[config.mk]
export PLATFORM = sky130hd
export DESIGN_NAME = score_cascade
export DESIGN_NICKNAME = d
export VERILOG_FILES = /design/src/rtl/score_cascade_pkg.sv /design/src/rtl/score_weight.sv /design/src/rtl/score_delay.sv /design/src/rtl/score_casadd.sv /design/src/rtl/score_cascade.sv
export SDC_FILE = /design/constraint.sdc
export NUM_CORES = 1
export LEC_CHECK = 0
export CAP_MARGIN = 20
export CORE_MARGIN = 4
export CORE_UTILIZATION = 60
export CTS_CLUSTER_DIAMETER = 150
export DETAILED_ROUTE_END_ITERATION = 16
export HOLD_SLACK_MARGIN = 0.1
export PLACE_DENSITY_LB_ADDON = 0.25
export SLEW_MARGIN = 25
export SYNTH_ARGS = -nofsm -noshare
export SYNTH_HDL_FRONTEND = slang
export SYNTH_SLANG_ARGS = --single-unit
[constraint.sdc]
create_clock -name clk_i -period 16.83 [get_ports clk_i]
set_input_delay 3.366 -clock clk_i [delete_from_list [all_inputs] [get_ports clk_i]]
set_output_delay 3.366 -clock clk_i [all_outputs]
set_load 0.05 [all_outputs]
[src/rtl/score_cascade_pkg.sv]
package score_cascade_pkg;

  typedef struct packed {
    logic       aux_wtd;  // aux shows weighted score
    logic       sgn;      // two's-complement samples
    logic [1:0] grp;      // log2 of planes per sample
  } fmt_t;

  localparam int FMT_W = 4;

  typedef enum logic [1:0] {
    ADDR_FMT = 2'd0,
    ADDR_OFF = 2'd1,
    ADDR_DLY = 2'd2,
    ADDR_RSV = 2'd3
  } cfg_addr_e;

endpackage

[src/rtl/score_weight.sv]
module score_weight #(
  parameter int NP    = 8,
  parameter int CNT_W = 6,
  parameter int W_W   = 15,
  parameter int RAW_W = 9
) (
  input  logic                    clk_i,
  input  logic                    rst_ni,
  input  logic [NP*CNT_W-1:0]     cnt_i,
  input  logic [1:0]              grp_i,
  input  logic                    sgn_i,
  output logic signed [W_W-1:0]   wsum_o,
  output logic [RAW_W-1:0]        raw_o
);
  localparam int POS_W = 3;

  logic [POS_W-1:0]      top_pos;
  logic signed [W_W-1:0] term [NP];
  logic [RAW_W-1:0]      cnt_ext [NP];
  logic signed [W_W-1:0] wsum_d;
  logic [RAW_W-1:0]      raw_d;

  assign top_pos = POS_W'((1 << grp_i) - 1);

  for (genvar k = 0; k < NP; k++) begin : g_plane
    logic [POS_W-1:0]      pos;
    logic signed [W_W-1:0] mag;
    assign pos        = POS_W'(k) & top_pos;
    assign mag        = $signed({{(W_W-CNT_W){1'b0}}, cnt_i[k*CNT_W +: CNT_W]}) <<< pos;
    assign term[k]    = (sgn_i && (pos == top_pos)) ? -mag : mag;
    assign cnt_ext[k] = RAW_W'(cnt_i[k*CNT_W +: CNT_W]);
  end

  always_comb begin
    wsum_d = '0;
    raw_d  = '0;
    for (int k = 0; k < NP; k++) begin
      wsum_d = wsum_d + term[k];
      raw_d  = raw_d + cnt_ext[k];
    end
  end

  always_ff @(posedge clk_i or negedge rst_ni) begin
    if (!rst_ni) begin
      wsum_o <= '0;
      raw_o  <= '0;
    end else begin
      wsum_o <= wsum_d;
      raw_o  <= raw_d;
    end
  end

endmodule

[src/rtl/score_delay.sv]
module score_delay #(
  parameter int W       = 16,
  parameter int MAX_DLY = 15,
  parameter int DLY_W   = 4
) (
  input  logic             clk_i,
  input  logic             rst_ni,
  input  logic [W-1:0]     d_i,
  input  logic [DLY_W-1:0] sel_i,
  output logic [W-1:0]     q_o
);
  logic [W-1:0] line [MAX_DLY];

  for (genvar i = 0; i < MAX_DLY; i++) begin : g_tap
    logic [W-1:0] src;
    if (i == 0) begin : g_head
      assign src = d_i;
    end else begin : g_body
      assign src = line[i-1];
    end
    always_ff @(posedge clk_i or negedge rst_ni) begin
      if (!rst_ni) line[i] <= '0;
      else         line[i] <= src;
    end
  end

  // sel 0 bypasses the line; out-of-range values also bypass
  always_comb begin
    q_o = d_i;
    for (int i = 0; i < MAX_DLY; i++) begin
      if (sel_i == DLY_W'(i + 1)) q_o = line[i];
    end
  end

endmodule

[src/rtl/score_casadd.sv]
module score_casadd #(
  parameter int IN_W  = 16,
  parameter int CAS_W = 13
) (
  input  logic             clk_i,
  input  logic             rst_ni,
  input  logic [IN_W-1:0]  a_i,
  input  logic [CAS_W-1:0] cas_i,
  output logic [CAS_W-1:0] cas_o
);
  localparam int S_W = IN_W + 1;
  localparam logic signed [S_W-1:0] MAX_V = S_W'(2**(CAS_W-1) - 1);
  localparam logic signed [S_W-1:0] MIN_V = ~MAX_V;

  logic signed [S_W-1:0] sum;
  logic [CAS_W-1:0]      clip;

  assign sum = $signed({a_i[IN_W-1], a_i}) +
               $signed({{(S_W-CAS_W){cas_i[CAS_W-1]}}, cas_i});

  always_comb begin
    if (sum > MAX_V)      clip = MAX_V[CAS_W-1:0];
    else if (sum < MIN_V) clip = MIN_V[CAS_W-1:0];
    else                  clip = sum[CAS_W-1:0];
  end

  always_ff @(posedge clk_i or negedge rst_ni) begin
    if (!rst_ni) cas_o <= '0;
    else         cas_o <= clip;
  end

endmodule

[src/rtl/score_cascade.sv]
module score_cascade
  import score_cascade_pkg::*;
#(
  parameter  int NUM_PLANES = 8,
  parameter  int TAPS       = 32,
  parameter  int CAS_W      = 13,
  parameter  int AUX_W      = 9,
  parameter  int MAX_DLY    = 15,
  localparam int CNT_W      = $clog2(TAPS + 1)
) (
  input  logic                        clk_i,
  input  logic                        rst_ni,
  input  logic                        cfg_we_i,
  input  logic [1:0]                  cfg_addr_i,
  input  logic [CAS_W-1:0]            cfg_wdata_i,
  input  logic [NUM_PLANES*CNT_W-1:0] plane_cnt_i,
  input  logic [CAS_W-1:0]            cas_i,
  output logic [CAS_W-1:0]            cas_o,
  output logic [AUX_W-1:0]            aux_o
);
  localparam int DLY_W = $clog2(MAX_DLY + 1);
  localparam int W_W   = CNT_W + NUM_PLANES + 1;
  localparam int RAW_W = CNT_W + $clog2(NUM_PLANES);
  localparam int O_W   = ((W_W > CAS_W) ? W_W : CAS_W) + 1;
  localparam logic signed [W_W-1:0] AUX_HI = W_W'(2**(AUX_W-1) - 1);
  localparam logic signed [W_W-1:0] AUX_LO = ~AUX_HI;
  localparam int RAW_CAP = 2**AUX_W - 1;

  fmt_t                    fmt_q;
  logic signed [CAS_W-1:0] off_q;
  logic [DLY_W-1:0]        dly_q;

  always_ff @(posedge clk_i or negedge rst_ni) begin
    if (!rst_ni) begin
      fmt_q <= '0;
      off_q <= '0;
      dly_q <= '0;
    end else if (cfg_we_i) begin
      case (cfg_addr_e'(cfg_addr_i))
        ADDR_FMT: fmt_q <= fmt_t'(cfg_wdata_i[FMT_W-1:0]);
        ADDR_OFF: off_q <= cfg_wdata_i;
        ADDR_DLY: dly_q <= cfg_wdata_i[DLY_W-1:0];
        default:  ;
      endcase
    end
  end

  logic signed [W_W-1:0] wsum_q;
  logic [RAW_W-1:0]      raw_q;

  score_weight #(
    .NP(NUM_PLANES), .CNT_W(CNT_W), .W_W(W_W), .RAW_W(RAW_W)
  ) i_weight (
    .clk_i (clk_i),
    .rst_ni(rst_ni),
    .cnt_i (plane_cnt_i),
    .grp_i (fmt_q.grp),
    .sgn_i (fmt_q.sgn),
    .wsum_o(wsum_q),
    .raw_o (raw_q)
  );

  logic signed [O_W-1:0] score_q;

  always_ff @(posedge clk_i or negedge rst_ni) begin
    if (!rst_ni) score_q <= '0;
    else score_q <= $signed({{(O_W-W_W){wsum_q[W_W-1]}}, wsum_q}) +
                    $signed({{(O_W-CAS_W){off_q[CAS_W-1]}}, off_q});
  end

  logic [O_W-1:0] dly_out;

  score_delay #(
    .W(O_W), .MAX_DLY(MAX_DLY), .DLY_W(DLY_W)
  ) i_delay (
    .clk_i (clk_i),
    .rst_ni(rst_ni),
    .d_i   (score_q),
    .sel_i (dly_q),
    .q_o   (dly_out)
  );

  score_casadd #(
    .IN_W(O_W), .CAS_W(CAS_W)
  ) i_casadd (
    .clk_i (clk_i),
    .rst_ni(rst_ni),
    .a_i   (dly_out),
    .cas_i (cas_i),
    .cas_o (cas_o)
  );

  logic [AUX_W-1:0] aux_d;

  always_comb begin
    if (fmt_q.aux_wtd) begin
      if (wsum_q > AUX_HI)      aux_d = AUX_HI[AUX_W-1:0];
      else if (wsum_q < AUX_LO) aux_d = AUX_LO[AUX_W-1:0];
      else                      aux_d = wsum_q[AUX_W-1:0];
    end else begin
      if (int'(raw_q) > RAW_CAP) aux_d = '1;
      else                       aux_d = AUX_W'(raw_q);
    end
  end

  always_ff @(posedge clk_i or negedge rst_ni) begin
    if (!rst_ni) aux_o <= '0;
    else         aux_o <= aux_d;
  end

endmodule

==> results.json <==
{
  "rrSetupSlack_ns": 9.47,
  "die_area_um2": 34500,
  "fin_crit_ns": 9.19,
  "critPathTopFamily": "adder cells",
  "cap_viol_max_count": 0,
  "antenna_left": 0,
  "placed_area_um2": 20300,
  "cts-root-buf": "clkbuf_16",
  "r2r_end": "i_weight.wsum_o[14]",
  "clock_latency_ns": 0.51,
  "grt_first_pass_wirelength_mm": 80.2,
  "drc_errors": 0,
  "syn-cell-area_um2": 19000,
  "worstPathMaxFanout": 6,
  "max_stage_delay_ns": 0.60,
  "timing.critical_path.buf_inv": 3,
  "synth_edf_count": 0,
  "grt_util_all_layers": 0.299,
  "wire_per_inst_um": 21.6,
  "r2r_cells": 20,
  "cts-resized-gates": 0,
  "hold_viol": 0,
  "synth_fp_nets": 2113,
  "post-dp-hpwl_mm": 37.1,
  "drive_gt1_frac": 0.0633,
  "antenna_found_initial": 0,
  "synth_flop_cell": "dfrtp_1",
  "critPathMostFrequentCell": "fa_1",
  "max-slew-margin-rel": 0.339,
  "report.final.slew_viol_count": 0,
  "grt_pass1_vias": 14700,
  "overflow": 0,
  "period_share": 0.546,
  "setup_viol": 0,
  "fp.dieH_um": 186,
  "cts_max_level": 2,
  "cts_tree": "done",
  "final_cell_mix": "319 x dfrtp_1, 161 x inv_1, 156 x nor2_1",
  "fin_nets": 2184,
  "multi_input_area_um2": 9940,
  "worstMarginPinSlew_ns": 0.990,
  "critical_path_arrival_ns": 9.57,
  "postCtsSetupBuffers": 0,
  "hold_class": "flop to flop",
  "dr_total_vias": 14400,
  "synthCells": 1847,
  "post-route-util": 0.692,
  "floorplan.initialDensity": 0.614,
  "gp_congestion": 0.979,
  "dr.pass1.iters": 5,
  "clk_pin_slew_ns": 0.06,
  "crit_start": "plane_cnt_i[31]",
  "yosys_warnings": 0,
  "critPathKind": "input port to flop",
  "rsz0062_at_grt": "no",
  "cp-end-kind": "flop",
  "fin_skew_ns": 0.0212,
  "cp.depth": 25,
  "fillCellCount": 2284,
  "cts_made_buffers": 34,
  "async_flop_share": 1.00,
  "ios": 101,
  "status": "complete, no violations",
  "syn_area_per_cell_um2": 10.3,
  "first_iter_violations": 1148,
  "crit_slowest_cell": "clkdlybuf4s50_1",
  "clkSinkCount": 323,
  "rows": 64,
  "cp.required_ns": 17.20,
  "area_delta_synth_final_pct": 12.7,
  "cts_buffer_depth": 3,
  "synth_cell_types": 76,
  "crit_path_start_kind": "input port",
  "routed_wl_mm": 50.6,
  "holdWs_ns": 0.359,
  "avgViaCountPerCell": 6.14,
  "ys_ff_latch": 323,
  "portBuffers": 100,
  "core_um2": 30900,
  "seq_area_frac_synth": 0.426,
  "max_freq_mhz": 109,
  "n_antenna_cell": 0,
  "regArea_um2": 8090,
  "timing.rr.start": "fmt_q[1]",
  "final_area_um2": 21400,
  "setup_tns_ns": 0,
  "die_w_um": 186,
  "cts_hold_buf": 0,
  "crit_end": "i_weight.wsum_o[14]",
  "grt_max_degree": 137,
  "final_common_cell": "dfrtp_1"
}
final cells by class:
cell class	count	area share
inverter	162	0.0285
clock buffer	47	0.0459
tap	396	0.0232
timing repair buffer	119	0.0548
multi-input combinational	1278	0.465
sequential	323	0.378
clock inverter	13	0.00468
layer usage:
metal / up-vias / routed length [µm] / track usage / share of wire
met2: 508 / 26200 / 0.531 / 0.52
met5: - / 0 / 0 / 0
met1: 7243 / 20100 / 0.383 / 0.40
li1: 6502 / - / - / -
met3: 104 / 2280 / 0.0279 / 0.045
met4: 0 / 1980 / 0.110 / 0.039
stage by stage:
step                setup WS, ns  std cells
floorplan                   8.39       1847
finish                      7.64       2338
global route                7.20       2338
CTS                         7.74       2337
global placement            7.33       2277
detailed placement          7.23       2277
worst min-delay path by stage:
stage                                         from                       end  slack (ns)  cells past startpoint
final                     i_delay.g_tap[7].src[15]  i_delay.g_tap[8].src[15]        0.36                      0
after CTS                 i_delay.g_tap[7].src[15]  i_delay.g_tap[8].src[15]        0.36                      0
after floorplan           i_delay.g_tap[14].src[6]           i_delay.line[6]        0.35                      0
after global routing       i_delay.g_tap[7].src[5]   i_delay.g_tap[8].src[5]        0.38                      0
after global placement     i_delay.g_tap[6].src[7]   i_delay.g_tap[7].src[7]        0.35                      0
after detailed placement  i_delay.g_tap[12].src[6]  i_delay.g_tap[13].src[6]        0.35                      0
cells by family (layout without fill, tap and decap cells):
family | Yosys count | in the layout | synth area share
AND/OR/NAND/NOR | 461 | 461 | 0.111
XOR/XNOR | 85 | 85 | 0.0403
AO/OA/AOI/OAI | 466 | 466 | 0.157
adder cells (fa/ha/maj) | 187 | 187 | 0.168
buffers and inverters | 246 | 341 | 0.0510
multiplexers | 79 | 79 | 0.0478
flip-flops | 323 | 323 | 0.426
flip-flops by register name, summed over array words and instances, names as in the netlist, 9 cells and up:
signal / flops
score_q: 16
off_q: 13
i_casadd.cas_o: 13
i_delay.g_tap.src: 224
i_delay.line: 16
aux_o: 9
i_weight.raw_o: 9
i_weight.wsum_o: 15
synthesized netlist by cell type (7+ instances only):
| library cell | instances | area [µm²] |
|---|---|---|
| o21ai_0 | 101 | 505 |
| o31ai_1 | 18 | 135 |
| nor3_1 | 30 | 150 |
| o21a_1 | 9 | 67.6 |
| o221ai_1 | 9 | 78.8 |
| fa_1 | 112 | 2240 |
| o21bai_1 | 9 | 67.6 |
| a211o_1 | 8 | 70.1 |
| mux2_2 | 21 | 236 |
| xnor2_1 | 51 | 447 |
| a22o_1 | 9 | 78.8 |
| a31oi_1 | 16 | 100 |
| nor3b_1 | 7 | 52.6 |
| nor2b_1 | 27 | 169 |
| ha_1 | 75 | 938 |
| buf_1 | 10 | 37.5 |
| nand2b_1 | 18 | 113 |
| a21o_1 | 20 | 150 |
| mux4_2 | 7 | 158 |
| a211oi_1 | 29 | 218 |
| buf_2 | 13 | 65.1 |
| nand3_1 | 19 | 95.1 |
| mux2i_1 | 49 | 490 |
| a21oi_1 | 135 | 676 |
| nand2_1 | 148 | 556 |
| nor2_1 | 156 | 586 |
| or3_1 | 9 | 56.3 |
| inv_1 | 161 | 604 |
| clkbuf_1 | 56 | 210 |
| o211ai_1 | 20 | 150 |
| xor2_1 | 32 | 280 |
| and2_1 | 15 | 93.8 |
| dfrtp_1 | 323 | 8080 |
| o22ai_1 | 29 | 181 |
Power is not shown: default switching activity piles up to over one toggle a cycle in this logic, so the estimate is an artifact.
